===== src/rtl/sdram_seq_pkg.sv =====
package sdram_seq_pkg;

  typedef enum logic [2:0] {
    CMD_NOP,
    CMD_ACT,
    CMD_RD,
    CMD_WR,
    CMD_PRE
  } cmd_e;

  // Returns {ras_n, cas_n, we_n}
  function automatic logic [2:0] cmd_lines(cmd_e c);
    case (c)
      CMD_ACT: return 3'b011;
      CMD_RD:  return 3'b101;
      CMD_WR:  return 3'b100;
      CMD_PRE: return 3'b010;
      default: return 3'b111;
    endcase
  endfunction

endpackage


===== src/rtl/seq_timer.sv =====
// Countdown that reports "done" once DELAY cycles have passed since load.
module seq_timer #(
  parameter int DELAY = 3
) (
  input  logic clk,
  input  logic rst_n,
  input  logic load_i,
  output logic done_o
);
  localparam int CW = (DELAY < 2) ? 1 : $clog2(DELAY);

  logic [CW-1:0] cnt_q;

  always_ff @(posedge clk) begin
    if (!rst_n)               cnt_q <= '0;
    else if (load_i)          cnt_q <= CW'(DELAY - 1);
    else if (cnt_q != '0)     cnt_q <= cnt_q - 1'b1;
  end

  assign done_o = (cnt_q == '0);

endmodule


===== src/rtl/seq_bank.sv =====
// Open/closed state, open row and timing gates for one bank.
module seq_bank #(
  parameter int ROW_W = 12,
  parameter int T_RCD = 3,
  parameter int T_RP  = 3
) (
  input  logic             clk,
  input  logic             rst_n,
  input  logic             act_i,
  input  logic             close_i,
  input  logic             col_i,
  input  logic [ROW_W-1:0] row_i,
  output logic             open_o,
  output logic [ROW_W-1:0] row_o,
  output logic             rcd_ok_o,
  output logic             rp_ok_o
);

  always_ff @(posedge clk) begin
    if (!rst_n) begin
      open_o <= 1'b0;
      row_o  <= '0;
    end else if (act_i) begin
      open_o <= 1'b1;
      row_o  <= row_i;
    end else if (close_i) begin
      open_o <= 1'b0;
    end
  end

  seq_timer #(.DELAY(T_RCD)) u_rcd (
    .clk    (clk),
    .rst_n  (rst_n),
    .load_i (act_i),
    .done_o (rcd_ok_o)
  );

  seq_timer #(.DELAY(T_RP)) u_rp (
    .clk    (clk),
    .rst_n  (rst_n),
    .load_i (close_i),
    .done_o (rp_ok_o)
  );

  p_act_idle_r1: assert property (@(posedge clk) disable iff (!rst_n)
    act_i |-> !open_o);
  p_col_open_r1: assert property (@(posedge clk) disable iff (!rst_n)
    col_i |-> open_o);
  p_col_rcd_r2: assert property (@(posedge clk) disable iff (!rst_n)
    col_i |-> rcd_ok_o);
  p_act_recover_r6: assert property (@(posedge clk) disable iff (!rst_n)
    act_i |-> rp_ok_o);
  p_close_open_r7: assert property (@(posedge clk) disable iff (!rst_n)
    close_i |-> open_o);

endmodule


===== src/rtl/sdram_cmd_seq.sv =====
module sdram_cmd_seq
  import sdram_seq_pkg::*;
#(
  parameter int NUM_BANKS = 4,
  parameter int ROW_W     = 12,
  parameter int COL_W     = 8,
  parameter int ADDR_W    = 12,
  parameter int AP_BIT    = 10,
  parameter int T_RCD     = 3,
  parameter int T_RRD     = 2,
  parameter int T_RP      = 3,
  localparam int BA_W     = $clog2(NUM_BANKS)
) (
  input  logic              clk,
  input  logic              rst_n,
  input  logic              req_valid,
  output logic              req_ready,
  input  logic [BA_W-1:0]   req_bank,
  input  logic [ROW_W-1:0]  req_row,
  input  logic [COL_W-1:0]  req_col,
  input  logic              req_write,
  input  logic              req_autopre,
  output logic              sd_cs_n,
  output logic              sd_ras_n,
  output logic              sd_cas_n,
  output logic              sd_we_n,
  output logic [BA_W-1:0]   sd_ba,
  output logic [ADDR_W-1:0] sd_addr
);

  // Pending column slot
  logic             p_valid;
  logic [BA_W-1:0]  p_bank;
  logic [COL_W-1:0] p_col;
  logic             p_write;
  logic             p_ap;

  logic [NUM_BANKS-1:0] bk_open, bk_rcd_ok, bk_rp_ok;
  logic [ROW_W-1:0]     bk_row [NUM_BANKS];
  logic                 rrd_ok;

  logic col_fire, act_fire, pre_fire, accept;
  logic req_hit, slot_same_bank;

  assign col_fire       = p_valid && bk_rcd_ok[p_bank];
  assign req_hit        = bk_open[req_bank] && (bk_row[req_bank] == req_row);
  assign slot_same_bank = p_valid && (p_bank == req_bank);

  // Column slot has priority; input side uses the bus only when it is free.
  always_comb begin
    act_fire = 1'b0;
    pre_fire = 1'b0;
    accept   = 1'b0;
    if (req_valid && !col_fire) begin
      if (req_hit)                accept   = !p_valid;
      else if (bk_open[req_bank]) pre_fire = !slot_same_bank;
      else                        act_fire = bk_rp_ok[req_bank] && rrd_ok;
    end
  end

  assign req_ready = accept;

  seq_timer #(.DELAY(T_RRD)) u_rrd (
    .clk    (clk),
    .rst_n  (rst_n),
    .load_i (act_fire),
    .done_o (rrd_ok)
  );

  for (genvar b = 0; b < NUM_BANKS; b++) begin : g_bank
    logic sel_in, sel_slot;
    assign sel_in   = (req_bank == BA_W'(b));
    assign sel_slot = (p_bank == BA_W'(b));

    seq_bank #(.ROW_W(ROW_W), .T_RCD(T_RCD), .T_RP(T_RP)) u_bank (
      .clk      (clk),
      .rst_n    (rst_n),
      .act_i    (act_fire && sel_in),
      .close_i  ((pre_fire && sel_in) || (col_fire && p_ap && sel_slot)),
      .col_i    (col_fire && sel_slot),
      .row_i    (req_row),
      .open_o   (bk_open[b]),
      .row_o    (bk_row[b]),
      .rcd_ok_o (bk_rcd_ok[b]),
      .rp_ok_o  (bk_rp_ok[b])
    );
  end

  always_ff @(posedge clk) begin
    if (!rst_n) begin
      p_valid <= 1'b0;
      p_bank  <= '0;
      p_col   <= '0;
      p_write <= 1'b0;
      p_ap    <= 1'b0;
    end else if (accept) begin
      p_valid <= 1'b1;
      p_bank  <= req_bank;
      p_col   <= req_col;
      p_write <= req_write;
      p_ap    <= req_autopre;
    end else if (col_fire) begin
      p_valid <= 1'b0;
    end
  end

  // Next command on the pins
  cmd_e              nxt_cmd;
  logic [BA_W-1:0]   nxt_ba;
  logic [ADDR_W-1:0] nxt_addr;

  always_comb begin
    nxt_cmd  = CMD_NOP;
    nxt_ba   = req_bank;
    nxt_addr = '0;
    if (col_fire) begin
      nxt_cmd                = p_write ? CMD_WR : CMD_RD;
      nxt_ba                 = p_bank;
      nxt_addr[COL_W-1:0]    = p_col;
      nxt_addr[AP_BIT]       = p_ap;
    end else if (act_fire) begin
      nxt_cmd  = CMD_ACT;
      nxt_addr = ADDR_W'(req_row);
    end else if (pre_fire) begin
      nxt_cmd  = CMD_PRE;
    end
  end

  always_ff @(posedge clk) begin
    if (!rst_n) begin
      sd_cs_n                      <= 1'b1;
      {sd_ras_n, sd_cas_n, sd_we_n} <= 3'b111;
      sd_ba                        <= '0;
      sd_addr                      <= '0;
    end else begin
      sd_cs_n                      <= 1'b0;
      {sd_ras_n, sd_cas_n, sd_we_n} <= cmd_lines(nxt_cmd);
      sd_ba                        <= nxt_ba;
      sd_addr                      <= nxt_addr;
    end
  end

  // Cycles since the last activate, saturating, for the spacing check.
  localparam int SW = $clog2(T_RRD + 1);
  logic [SW-1:0] since_act;
  always_ff @(posedge clk) begin
    if (!rst_n)                          since_act <= SW'(T_RRD);
    else if (act_fire)                   since_act <= SW'(1);
    else if (since_act != SW'(T_RRD))    since_act <= since_act + 1'b1;
  end

  p_act_spacing_r3: assert property (@(posedge clk) disable iff (!rst_n)
    act_fire |-> (since_act >= SW'(T_RRD)));
  p_one_cmd_r9: assert property (@(posedge clk) disable iff (!rst_n)
    $onehot0({act_fire, pre_fire, col_fire, accept}));
  p_ready_valid_r9: assert property (@(posedge clk) disable iff (!rst_n)
    req_ready |-> (req_valid && bk_open[req_bank]));
  p_slot_served_r4: assert property (@(posedge clk) disable iff (!rst_n)
    (p_valid && !col_fire) |=> p_valid);

endmodule


===== config.mk =====
export PLATFORM = sky130hd
export DESIGN_NAME = sdram_cmd_seq
export DESIGN_NICKNAME = d
export VERILOG_FILES = /design/src/rtl/sdram_seq_pkg.sv /design/src/rtl/seq_timer.sv /design/src/rtl/seq_bank.sv /design/src/rtl/sdram_cmd_seq.sv
export SDC_FILE = /design/constraint.sdc
export NUM_CORES = 1
export LEC_CHECK = 0
export BUFFER_PORTS_ARGS = -buffer_cell sky130_fd_sc_hd__buf_2
export CELL_PAD_IN_SITES_DETAIL_PLACEMENT = 1
export CELL_PAD_IN_SITES_GLOBAL_PLACEMENT = 2
export CORE_MARGIN = 2
export CORE_UTILIZATION = 40
export CTS_CLUSTER_DIAMETER = 30
export DETAILED_ROUTE_END_ITERATION = 6
export HOLD_SLACK_MARGIN = 0.03
export PLACE_DENSITY_LB_ADDON = 0.1
export SLEW_MARGIN = 20
export SYNTH_ARGS = -nofsm -noshare
export SYNTH_HDL_FRONTEND = slang
export SYNTH_SLANG_ARGS = --single-unit

===== constraint.sdc =====
create_clock -name clk -period 5.35 [get_ports clk]
set_input_delay 0 -clock clk [delete_from_list [all_inputs] [get_ports clk]]
set_output_delay 0 -clock clk [all_outputs]
set_load 0.02 [all_outputs]

# Word level (Yosys, flattened, before mapping)
# Index checks and enable logic that the tools add are counted.
# totals
ff_bits	100
word_cells	185
# classes
n_addsub	9
order_cmp	3
n_eq_ne	12
n_mux	55
bitwise	4
reduce_logical	65
# ops
op	n
nonzero test 2 bit	21
two-way mux 2 bit	17
two-way mux 1 bit	26
binary-select mux 12 bit (select 2 bit)	1
two-way mux 12 bit	2
logical NOT 2 bit	10
logical AND 1 bit	18
OR reduction 2 bit	8
subtractor 2 x 1 -> 2 bit (second input constant)	8
== test 12 bit	1
case mux 3 bit (4 select lines)	1
two-way mux 11 bit	1
two-way mux 3 bit	3
== test 2 bit (second input constant)	4
two-way mux 8 bit	1
binary-select mux 1 bit (select 2 bit)	3
== test 3 x 2 -> 1 bit (second input constant)	2
less-than comparator 2 x 3 -> 1 bit (second input constant)	2
== test 2 x 1 -> 1 bit (second input constant)	2
logical OR 1 bit	4
== test 3 x 1 -> 1 bit (second input constant)	1
== test 3 bit (second input constant)	1
>= comparator 3 bit (second input constant)	1
logical NOT 1 bit	3
other kinds (5)	7

# Logic depth before layout (Yosys ltp)
# Gate-level depths: netlist of the first run.
# logic_depth
word_depth	13
ltp_mapped	10

# Cells and area by module
# From an unflattened synthesis of the first run, not the netlist that was laid out.
# unflattened
cells_unflattened	430
hier_area_um2	4581.9
# modules_own_cells
module	n_inst	cells_per_inst	area_each_um2	seq_area_each_um2
seq_bank	4	42	504.2	260.2
sdram_cmd_seq	1	211	1994.4	620.6
seq_timer (g_bank[0].u_bank.u_rcd ...)	8	6	67.6	40.0
seq_timer (u_rrd)	1	3	30.0	20.0

# Worst setup path before layout of the first run
# Ideal clock, no wire load.
# synth_path
kind	reg-to-reg
from	reg p_bank[0]
to	reg g_bank[3].u_bank.row_o[3]
arrival_time_ns	2.412
required_time_ns	5.222
setup_slack_ns	2.810
stages_incl_launch_ff	9
path_buffers	3
synth_period_minus_slack_ns	2.540
path_cell_list	dfxtp_1 clkbuf_1 mux4_2 and2_1 buf_4 nor4_4 buf_6 mux2i_1 nor2_1
# synth_via
elab_chain_len	7
# synth_rtl
element	line	source
start: declaration	sdram_cmd_seq.sv:33	logic [BA_W-1:0] p_bank;
start signal: assignment	sdram_cmd_seq.sv:98	p_bank <= req_bank;
binary-select mux 1 bit (select 2 bit)	sdram_cmd_seq.sv:45	assign col_fire = p_valid && bk_rcd_ok[p_bank];
two-way mux 1 bit (implied by the code)	sdram_cmd_seq.sv:45	
logical AND 1 bit	sdram_cmd_seq.sv:45	
logical NOT 1 bit	sdram_cmd_seq.sv:54	if (req_valid && !col_fire) begin
logical AND 1 bit	sdram_cmd_seq.sv:54	
two-way mux 1 bit	sdram_cmd_seq.sv:54	
logical AND 1 bit	sdram_cmd_seq.sv:78	.act_i (act_fire && sel_in),
end signal: assignment	seq_bank.sv:25	row_o <= row_i;
end: declaration	seq_bank.sv:14	output logic [ROW_W-1:0] row_o,
# Every way passes these cells. The select of a mux whose other input is x is not followed.
# A chain may end at the register's enable or synchronous reset.

# Worst setup path in the final report of the first run
# layout_path
from	reg p_bank[0]
to	reg sd_we_n
# layout_via
elab_chain_len	11
# layout_rtl
element	line	source
== test 2 bit or binary-select mux 1 bit (select 2 bit) (tied branches)	sdram_cmd_seq.sv:47, sdram_cmd_seq.sv:45	
logical AND 1 bit or two-way mux 1 bit (tied branches)	sdram_cmd_seq.sv:47, sdram_cmd_seq.sv:45	
logical NOT 1 bit or logical AND 1 bit (tied branches)	sdram_cmd_seq.sv:56, sdram_cmd_seq.sv:45	
two-way mux 1 bit or logical NOT 1 bit (tied branches)	sdram_cmd_seq.sv:56, sdram_cmd_seq.sv:54	
two-way mux 1 bit or logical AND 1 bit (tied branches)	sdram_cmd_seq.sv:55, sdram_cmd_seq.sv:54	
two-way mux 1 bit	sdram_cmd_seq.sv:54	
two-way mux 3 bit	sdram_cmd_seq.sv:124	end else if (pre_fire) begin
two-way mux 3 bit	sdram_cmd_seq.sv:121	end else if (act_fire) begin
two-way mux 3 bit *	sdram_cmd_seq.sv:116	if (col_fire) begin
== test 3 bit, or another cell as far along	sdram_seq_pkg.sv:13	case (c)
case mux 3 bit (4 select lines) *	sdram_seq_pkg.sv:13	
end signal: assignment	sdram_cmd_seq.sv:137	{sd_ras_n, sd_cas_n, sd_we_n} <= cmd_lines(nxt_cmd);
end: declaration	sdram_cmd_seq.sv:26	output logic sd_we_n,
# Mark *: on every way between the ends. The rest lies on a longest branch, timed or not. The select of a mux whose other input is x is not followed.

==> results of run 1 <==
## how the worst min path moves through the flow
| stage | slack [ns] | to | cells past startpoint |
|---|---|---|---|
| global placement | 0.26 | p_col[0] | 3 |
| global route | 0.25 | g_bank[3].u_bank.u_rp.cnt_q[0] | 2 |
| detailed placement | 0.27 | p_col[2] | 3 |
| finish | 0.25 | sd_ba[1] | 3 |
| CTS | 0.23 | sd_ba[1] | 3 |
| floorplan | 0.12 | sd_addr[8] | 1 |
## synth_stat cells, types with 3 or more instances
cell type | count | area [um2]
a211oi_1 | 4 | 30.03
a21boi_0 | 4 | 30.03
a21oi_1 | 29 | 145.1
a22o_1 | 8 | 70.07
and2_1 | 4 | 25.02
buf_2 | 6 | 30.03
buf_4 | 5 | 37.54
buf_6 | 6 | 67.56
clkbuf_1 | 13 | 48.80
dfxtp_1 | 100 | 2002
inv_1 | 4 | 15.01
mux2i_1 | 56 | 560.5
mux4_1 | 4 | 105.1
mux4_2 | 7 | 157.7
nand2_1 | 11 | 41.29
nand2b_1 | 4 | 25.02
nand3_1 | 20 | 100.1
nand4_1 | 4 | 25.02
nand4b_1 | 4 | 35.03
nor2_1 | 68 | 255.2
nor3_1 | 13 | 65.06
nor4b_4 | 3 | 71.32
o2111ai_1 | 3 | 26.28
o21ai_0 | 14 | 70.07
o22ai_1 | 4 | 25.02
or3_1 | 3 | 18.77
xnor2_1 | 11 | 96.34
xor2_1 | 4 | 35.03
## layout by cell type (no fill, tap or decap), types with 2 or more instances in the layout
master	instances
a21oi_1	29
buf_4	6
buf_2	45
nand3_1	20
nand4_1	4
xor2_1	4
or3_1	3
a211oi_1	4
or4_1	2
nand2_1	11
clkbuf_8	10
mux4_1	4
nor2_1	68
dlygate4sd3_1	24
o21ai_0	14
o22ai_1	4
clkbuf_1	4
o2111ai_1	3
nand4b_1	4
clkinv_2	2
nor3_1	13
mux2i_1	56
inv_1	4
a31oi_1	2
nand2b_1	4
and3_1	2
and2_1	4
nor4b_4	3
dfxtp_1	100
a22o_1	8
nor4_4	2
a21boi_0	4
mux4_2	7
xnor2_1	11
## layout make-up
cell class / instances / area [um2] / area share
Clock buffer: 14 / 152.6 / 0.03000
Clock inverter: 2 / 10.01 / 0.001968
Multi-Input combinational cell: 304 / 2218 / 0.4361
Tap cell: 140 / 175.2 / 0.03443
Timing Repair Buffer: 75 / 510.5 / 0.1003
Inverter: 5 / 18.77 / 0.003689
Sequential cell: 100 / 2002 / 0.3935
## cell families after synthesis
kind of cell | Yosys count
and+or+nand+nor | 145
xor gates and xnor gates | 15
AOI/OAI and AO/OA | 76
DFF | 100
muxes | 68
buffers and inverters | 41
## through the flow
stage / hold slack [ns] / instance area (um2) / util / std cells
floorplan: 0.1217 / 4452 / - / 445
global placement: 0.2640 / 4676 / 0.4313 / 600
detailed placement: 0.2714 / 4676 / 0.4313 / 600
CTS: 0.2340 / 5079 / 0.4685 / 640
global route: 0.2525 / 5087 / 0.4693 / 640
finish: 0.2471 / 5087 / 0.4693 / 640
## power by group
| group | internal, W | total, W | switching (W) |
|---|---|---|---|
| Clock | 0.000182 | 0.000438 | 0.000257 |
| Sequential | 0.000764 | 0.000773 | 0.00000918 |
| Combinational | 0.0000678 | 0.000164 | 0.0000962 |
| Total | 0.00101 | 0.00138 | 0.000362 |
## registers in the layout, indices dropped and copies added (netlist names), 2 cells and up
| signal | count |
|---|---|
| g_bank.u_bank.open_o | 4 |
| g_bank.u_bank.row_o | 48 |
| g_bank.u_bank.u_rp.cnt_q | 8 |
| sd_ba | 2 |
| g_bank.u_bank.u_rcd.cnt_q | 8 |
| p_col | 8 |
| sd_addr | 12 |
| p_bank | 2 |
## critical path, cell delays in order (launching register included)
cell and delay, ns:
dfxtp_1 0.61, mux4_2 0.58, and2_1 0.40, nor2_1 0.46, a21boi_1 0.85, o21ai_0 0.20
## per-layer routing
layer | track usage | vias to the layer above
met5 | 0 | -
met1 | 0.2972 | 1720
li1 | - | 1682
met3 | 0.05335 | 11
met4 | 0.05606 | 0
met2 | 0.3214 | 59
==> key figures, run 1 <==
Logic synthesis
  • Main combinational cell family by area after synthesis: multiplexers
  • Register area share after synthesis: 0.4497
  • Ys Warns: 0
  • #FFs+latches synth: 100
  • Synth cell types: 51
  • Synth Area in Simple Gates: 0.1689
  • Synthesized area per cell: 10.00 um2
  • Mux share of post-synthesis cell area: 0.1875
  • Synthesized area: 4452 um2
  • Adder-Cell Fraction of Synth Area: 0
  • Mapped Nets: 472
  • Post-synth EDFFs: 0
  • Post-synthesis xor/xnor area fraction: 0.02951
  • Main flop type after synthesis: dfxtp_1
  • Async set-reset flop share out of synthesis: 0
  • Synth Area in Compound Gates: 0.1076
  • Synthesized instance count: about 450

Floorplan
  • Core ar.: about 11000 um2
  • Die ar.: approximately 12000 um2
  • Die Wd: between 100 and 150 um
  • I/O pin count: 46
  • Initial Util: 0.4107
  • Std cell rows: 38
  • Die Span Y: 109.5 um

Worst setup path
  • Worst R2R Path Depth: 5
  • Worst EP arrival: 3.49 ns
  • Crit path launch: p_bank[0]
  • FF-to-FF setup slack: between 2 and 2.5 ns
  • Critical Path Sink Type: flip-flop
  • RR Startpoint: p_bank[0]
  • Kind of critical path: flip-flop to flip-flop
  • CP Capture Point: sd_we_n
  • CP Launch Type: flip-flop
  • Worst EP required: about 5.6 ns
  • Worst-path fanout max: 11
  • R2r endpoint: sd_we_n

GRT
  • GRT Overall Usage: 0.2108
  • Initial antenna violation count: 0
  • Vias in the first global route: around 3400
  • Largest net degree at the start of global routing: 78
  • First-pass GRT wire length: around 19 mm
  • Total global routing overflow: 0

Worst hold path
  • Hold/Removal Path Class: input pin to flip-flop
  • Hold Crit Start: req_bank[1]

Clocking
  • Cts hold-fix bufs: 24
  • CTS resizes: 0
  • CTS tree: built
  • Later-pin clock latency in the skew report: ~0.4 ns
  • Clock transition at the registers of the reported paths: 0.08 ns
  • CTS H-tree lvls: 3
  • Max clock buf depth: 2
  • Clock buffer count from CTS: 9
  • CTS root buf: clkbuf_8
  • Sink Count: 100
  • Setup Fix Bufs, Post-CTS: 0

Timing
  • Skew final: between 0.01 and 0.015 ns
  • Slew at the pin with the worst max-slew slack: 1.113 ns
  • Rel. slew slack: 0.2571
  • RSZ-0062 raised after global routing: false
  • Max Clk Rate: around 310 MHz
  • Setup-failing EPs final: 0
  • Setup TNS Final: 0 ns
  • Final min period: 3.258 ns
  • Final period util: 0.6090
  • Worst setup margin: approximately 2.1 ns
  • Final hold violations: 0
  • Max Slew Vio Count: 0

Run
  • Max-cap viol count: 0

Power and ir drop
  • Total power: 0.001375 W
  • Leakage power: roughly 1.9 nW
  • PwrDens: approximately 270 nW/um2
  • Peak supply drop: ~210 uV

Placement
  • Dpl ws: a little under 2 ns
  • I/O Buffers: between 40 and 50
  • Placer Congestion: just under 0.8
  • DPL Wire Length: 7.748 mm

Drt
  • Top sig layer: met4
  • DR vias: about 3500
  • Total Wirelength: roughly 12 mm
  • TritonRoute pass-1 iters: 4
  • M1 WL: 5.960 mm
  • Routed vias/inst: approximately 5.4
  • Antenna-violating nets left: 0
  • Initial DRC count: 173
  • DRC violations left: 0
  • Wire length on met2: 5.472 mm
  • Wire per inst: roughly 19 um
  • WL met3: 431 um

Final layout
  • Area grow syn2layout: 14.28%
  • Layout cell share with drive strength beyond 1: 0.1580
  • Fin nets: 522
  • Antenna fix cells: 0
  • # fillers: approximately 1200

Run status
  • Status: finished clean
No activity file was read; power rests on OpenSTA's default activity.
==> run 2, diff against run 1 <==
--- a/config.mk
+++ b/config.mk
@@ -9,7 +9,7 @@
 export CELL_PAD_IN_SITES_DETAIL_PLACEMENT = 1
 export CELL_PAD_IN_SITES_GLOBAL_PLACEMENT = 2
 export CORE_MARGIN = 2
-export CORE_UTILIZATION = 40
+export CORE_UTILIZATION = 37
 export CTS_CLUSTER_DIAMETER = 30
 export DETAILED_ROUTE_END_ITERATION = 6
 export HOLD_SLACK_MARGIN = 0.03
==> constraint.sdc (replaced) <==
create_clock -name clk -period 3.2 [get_ports clk]
set_input_delay 0 -clock clk [delete_from_list [all_inputs] [get_ports clk]]
set_output_delay 0 -clock clk [all_outputs]
set_load 0.02 [all_outputs]
==> run 2 against run 1 <==
Clock skew shrank 0.0028 ns. Cell count grew 2.3%. Count of clock-buffer cells in the layout shrank 2. Utilization is 2.3 points lower. Flip-flop and latch count stayed put. Design area grew 4.2%. Die area is 7.8% higher. Sequential power grew 67%. Critical path depth up 1. Sequential share of layout area fell by 1.6 points. Register-to-register slack worse by 1.5 ns. Wire length shrank 0.80%.
==> key figures, run 2 (synthesis gave the netlist of run 1 again) <==
Power and ir drop
  • P_int: 0.002035 W (was 0.001013 W)
  • Sw frac: 0.2371 (was 0.2633)
  • Gate power share: 0.104 (was 0.119)
  • Leakage power: 1.988 nW (was 1.875 nW)
  • Clock power share: 0.411 (was 0.319)
  • PwrDens: 503.5 nW/um2 (was 270.4 nW/um2)
  • Sequential share of power: 0.485 (was 0.562)
  • Peak supply drop: 337.2 uV (was 209.7 uV)
  • P_sw: 0.0006326 W (was 0.0003622 W)

Final layout
  • Util after Layout: 0.4467 (was 0.4693)
  • Largest Register: g_bank.u_bank.row_o (unchanged)
  • Fin nets: 532 (was 522)
  • Antenna fix cells: 0 (unchanged)
  • Most frequent cells in the layout: dfxtp_1, nor2_1, mux2i_1 (unchanged)
  • Layout cell share with drive strength beyond 1: 0.1811 (was 0.1580)
  • Max reg flops: 48 (unchanged)
  • Area grow syn2layout: 19.03% (was 14.28%)
  • Commonest non-fill, non-tap cell in the layout: dfxtp_1 (unchanged)
  • Largest regs: g_bank.u_bank.row_o x48, sd_addr x12 (unchanged)

Floorplan
  • Initial Util: 0.3753 (was 0.4107)
  • Die Span Y: 113.7 um (was 109.5 um)
  • Std cell rows: 40 (was 38)
  • Die ar.: 12930 um2 (was 11990 um2)
  • Die Wd: 113.7 um (was 109.5 um)
  • I/O pin count: 46 (unchanged)
  • Core ar.: 11860 um2 (was 10840 um2)

Drt
  • Total Wirelength: 11.90 mm (was 11.99 mm)
  • Wire per inst: 18.16 um (was 18.74 um)
  • TritonRoute pass-1 iters: 4 (unchanged)
  • DR vias: 3486 (was 3472)
  • Routed vias/inst: 5.322 (was 5.425)
  • DRC violations left: 0 (unchanged)
  • Antenna-violating nets left: 0 (unchanged)
  • Initial DRC count: 134 (was 173)

GRT
  • Met1 Track Usage GR: 0.2572 (was 0.2972)
  • Routing usage on met2: 0.3198 (was 0.3214)
  • Vias in the first global route: 3613 (was 3436)
  • Largest net degree at the start of global routing: 78 (unchanged)
  • GRT Overall Usage: 0.1945 (was 0.2108)
  • Top Usage Layer GRT: met2 (unchanged)
  • Total global routing overflow: 0 (unchanged)
  • Met3 GRT Util: 0.04410 (was 0.05335)
  • Initial antenna violation count: 0 (unchanged)
  • First-pass GRT wire length: 19.39 mm (was 18.87 mm)

Worst setup path
  • Worst EP arrival: 2.78 ns (was 3.49 ns)
  • Kind of critical path: flip-flop to output port (was flip-flop to flip-flop)
  • Critical Path Sink Type: output port (was flip-flop)
  • Worst EP required: 3.20 ns (was 5.58 ns)
  • Worst-path fanout max: 13 (was 11)
  • CP Launch Type: flip-flop (unchanged)

Clocking
  • Max clock buf depth: 2 (unchanged)
  • CTS root buf: clkbuf_16 (was clkbuf_8)
  • Clock transition at the registers of the reported paths: 0.06 ns (was 0.08 ns)
  • Clock buffer count from CTS: 9 (unchanged)
  • CTS tree: built (unchanged)
  • Setup Fix Bufs, Post-CTS: 0 (unchanged)
  • Sink Count: 100 (unchanged)
  • Later-pin clock latency in the skew report: 0.35 ns (was 0.39 ns)
  • CTS H-tree lvls: 3 (unchanged)

Run
  • Max-cap viol count: 0 (unchanged)

Timing
  • Rel. slew slack: 0.4383 (was 0.2571)
  • Slew at the pin with the worst max-slew slack: 0.8425 ns (was 1.113 ns)
  • Final hold violations: 0 (unchanged)
  • RSZ-0062 raised after global routing: false (unchanged)
  • Max Slew Vio Count: 0 (unchanged)
  • Max Clk Rate: 359.2 MHz
  • Final period util: 0.8701
  • Setup-failing EPs final: 0 (unchanged)
  • Final min period: roughly 2.8 ns
  • Skew final: 0.007532 ns (was 0.01032 ns)
  • Setup TNS Final: 0 ns (unchanged)

Placement
  • I/O Buffers: 45 (unchanged)
  • DPL Wire Length: 7.974 mm (was 7.748 mm)
  • Placer Congestion: 0.7620 (was 0.7717)

Run status
  • Status: finished clean (unchanged)

Worst hold path
  • Hold/Removal Path Class: input pin to flip-flop (unchanged)
-- run 2: what timing repair did --
item / 4_1_cts / 5_1_grt
gates resized for setup: 0 / 0
hold endpoints to repair: 53 / 0
setup endpoints to repair: 0 / 0
hold buffers: 22 / 0
-- run 2: final cells by class --
class | count | area [um2]
Tap cell | 147 | 183.9
Clock buffer | 12 | 256.5
Clock inverter | 2 | 35.03
Timing Repair Buffer | 85 | 593.1
Fill cell | 1342 | 6563
Inverter | 5 | 18.77
Multi-Input combinational cell | 304 | 2210
Sequential cell | 100 | 2002
-- run 2: path summary, 6_finish.rpt --
kind / end / from / slack, ns / cells after the start
max: req_ready / g_bank[2].u_bank.row_o[7] / 0.42 / 6
min: sd_addr[1] / req_row[1] / 0.05 / 2
max reg2reg: g_bank[0].u_bank.row_o[9] / g_bank[3].u_bank.open_o / 0.63 / 6
min reg2reg: g_bank[1].u_bank.u_rcd.cnt_q[0] / g_bank[1].u_bank.u_rcd.cnt_q[1] / 0.46 / 2
-- run 2: power by group through the flow --
stage | logic [W] | clock network (W) | registers, W
3_3_place_gp | 0.000256 | 0 | 0.00132
4_1_cts | 0.000281 | 0.00114 | 0.00129
2_1_floorplan | 0.000170 | 0 | 0.00133
5_1_grt | 0.000303 | 0.00118 | 0.00130
6_report | 0.000277 | 0.00110 | 0.00129
3_5_place_dp | 0.000259 | 0 | 0.00132
-- run 2: stage by stage --
stage                     hold WS [ns]  cell area [um2]  total power, W  setup slack, ns  std cells
after detailed placement        0.2656             4787        0.001581           0.4541        619
after global placement          0.2681             4787        0.001575           0.4996        619
final                          0.05202             5299        0.002668           0.4157        655
after floorplan                 0.1217             4452        0.001500           0.6601        445
after CTS                      0.04568             5299        0.002713           0.3930        655
after global routing           0.06181             5299        0.002783           0.2786        655
-- run 2: critical path, cell delays in order, from the launching register on --
cell and delay [ns]:
dfxtp_1 0.31, mux4_1 0.51, xnor2_1 0.27, nand4_1 0.22
or4_1 0.78, nor2_1 0.17, buf_2 0.18
-- run 2: routing by layer --
| layer | up-vias | wire length, um |
|---|---|---|
| met3 | 12 | 433 |
| met1 | 1705 | 5722 |
| met2 | 62 | 5580 |
| met5 | - | 0 |
| li1 | 1707 | - |
| met4 | 0 | 159 |
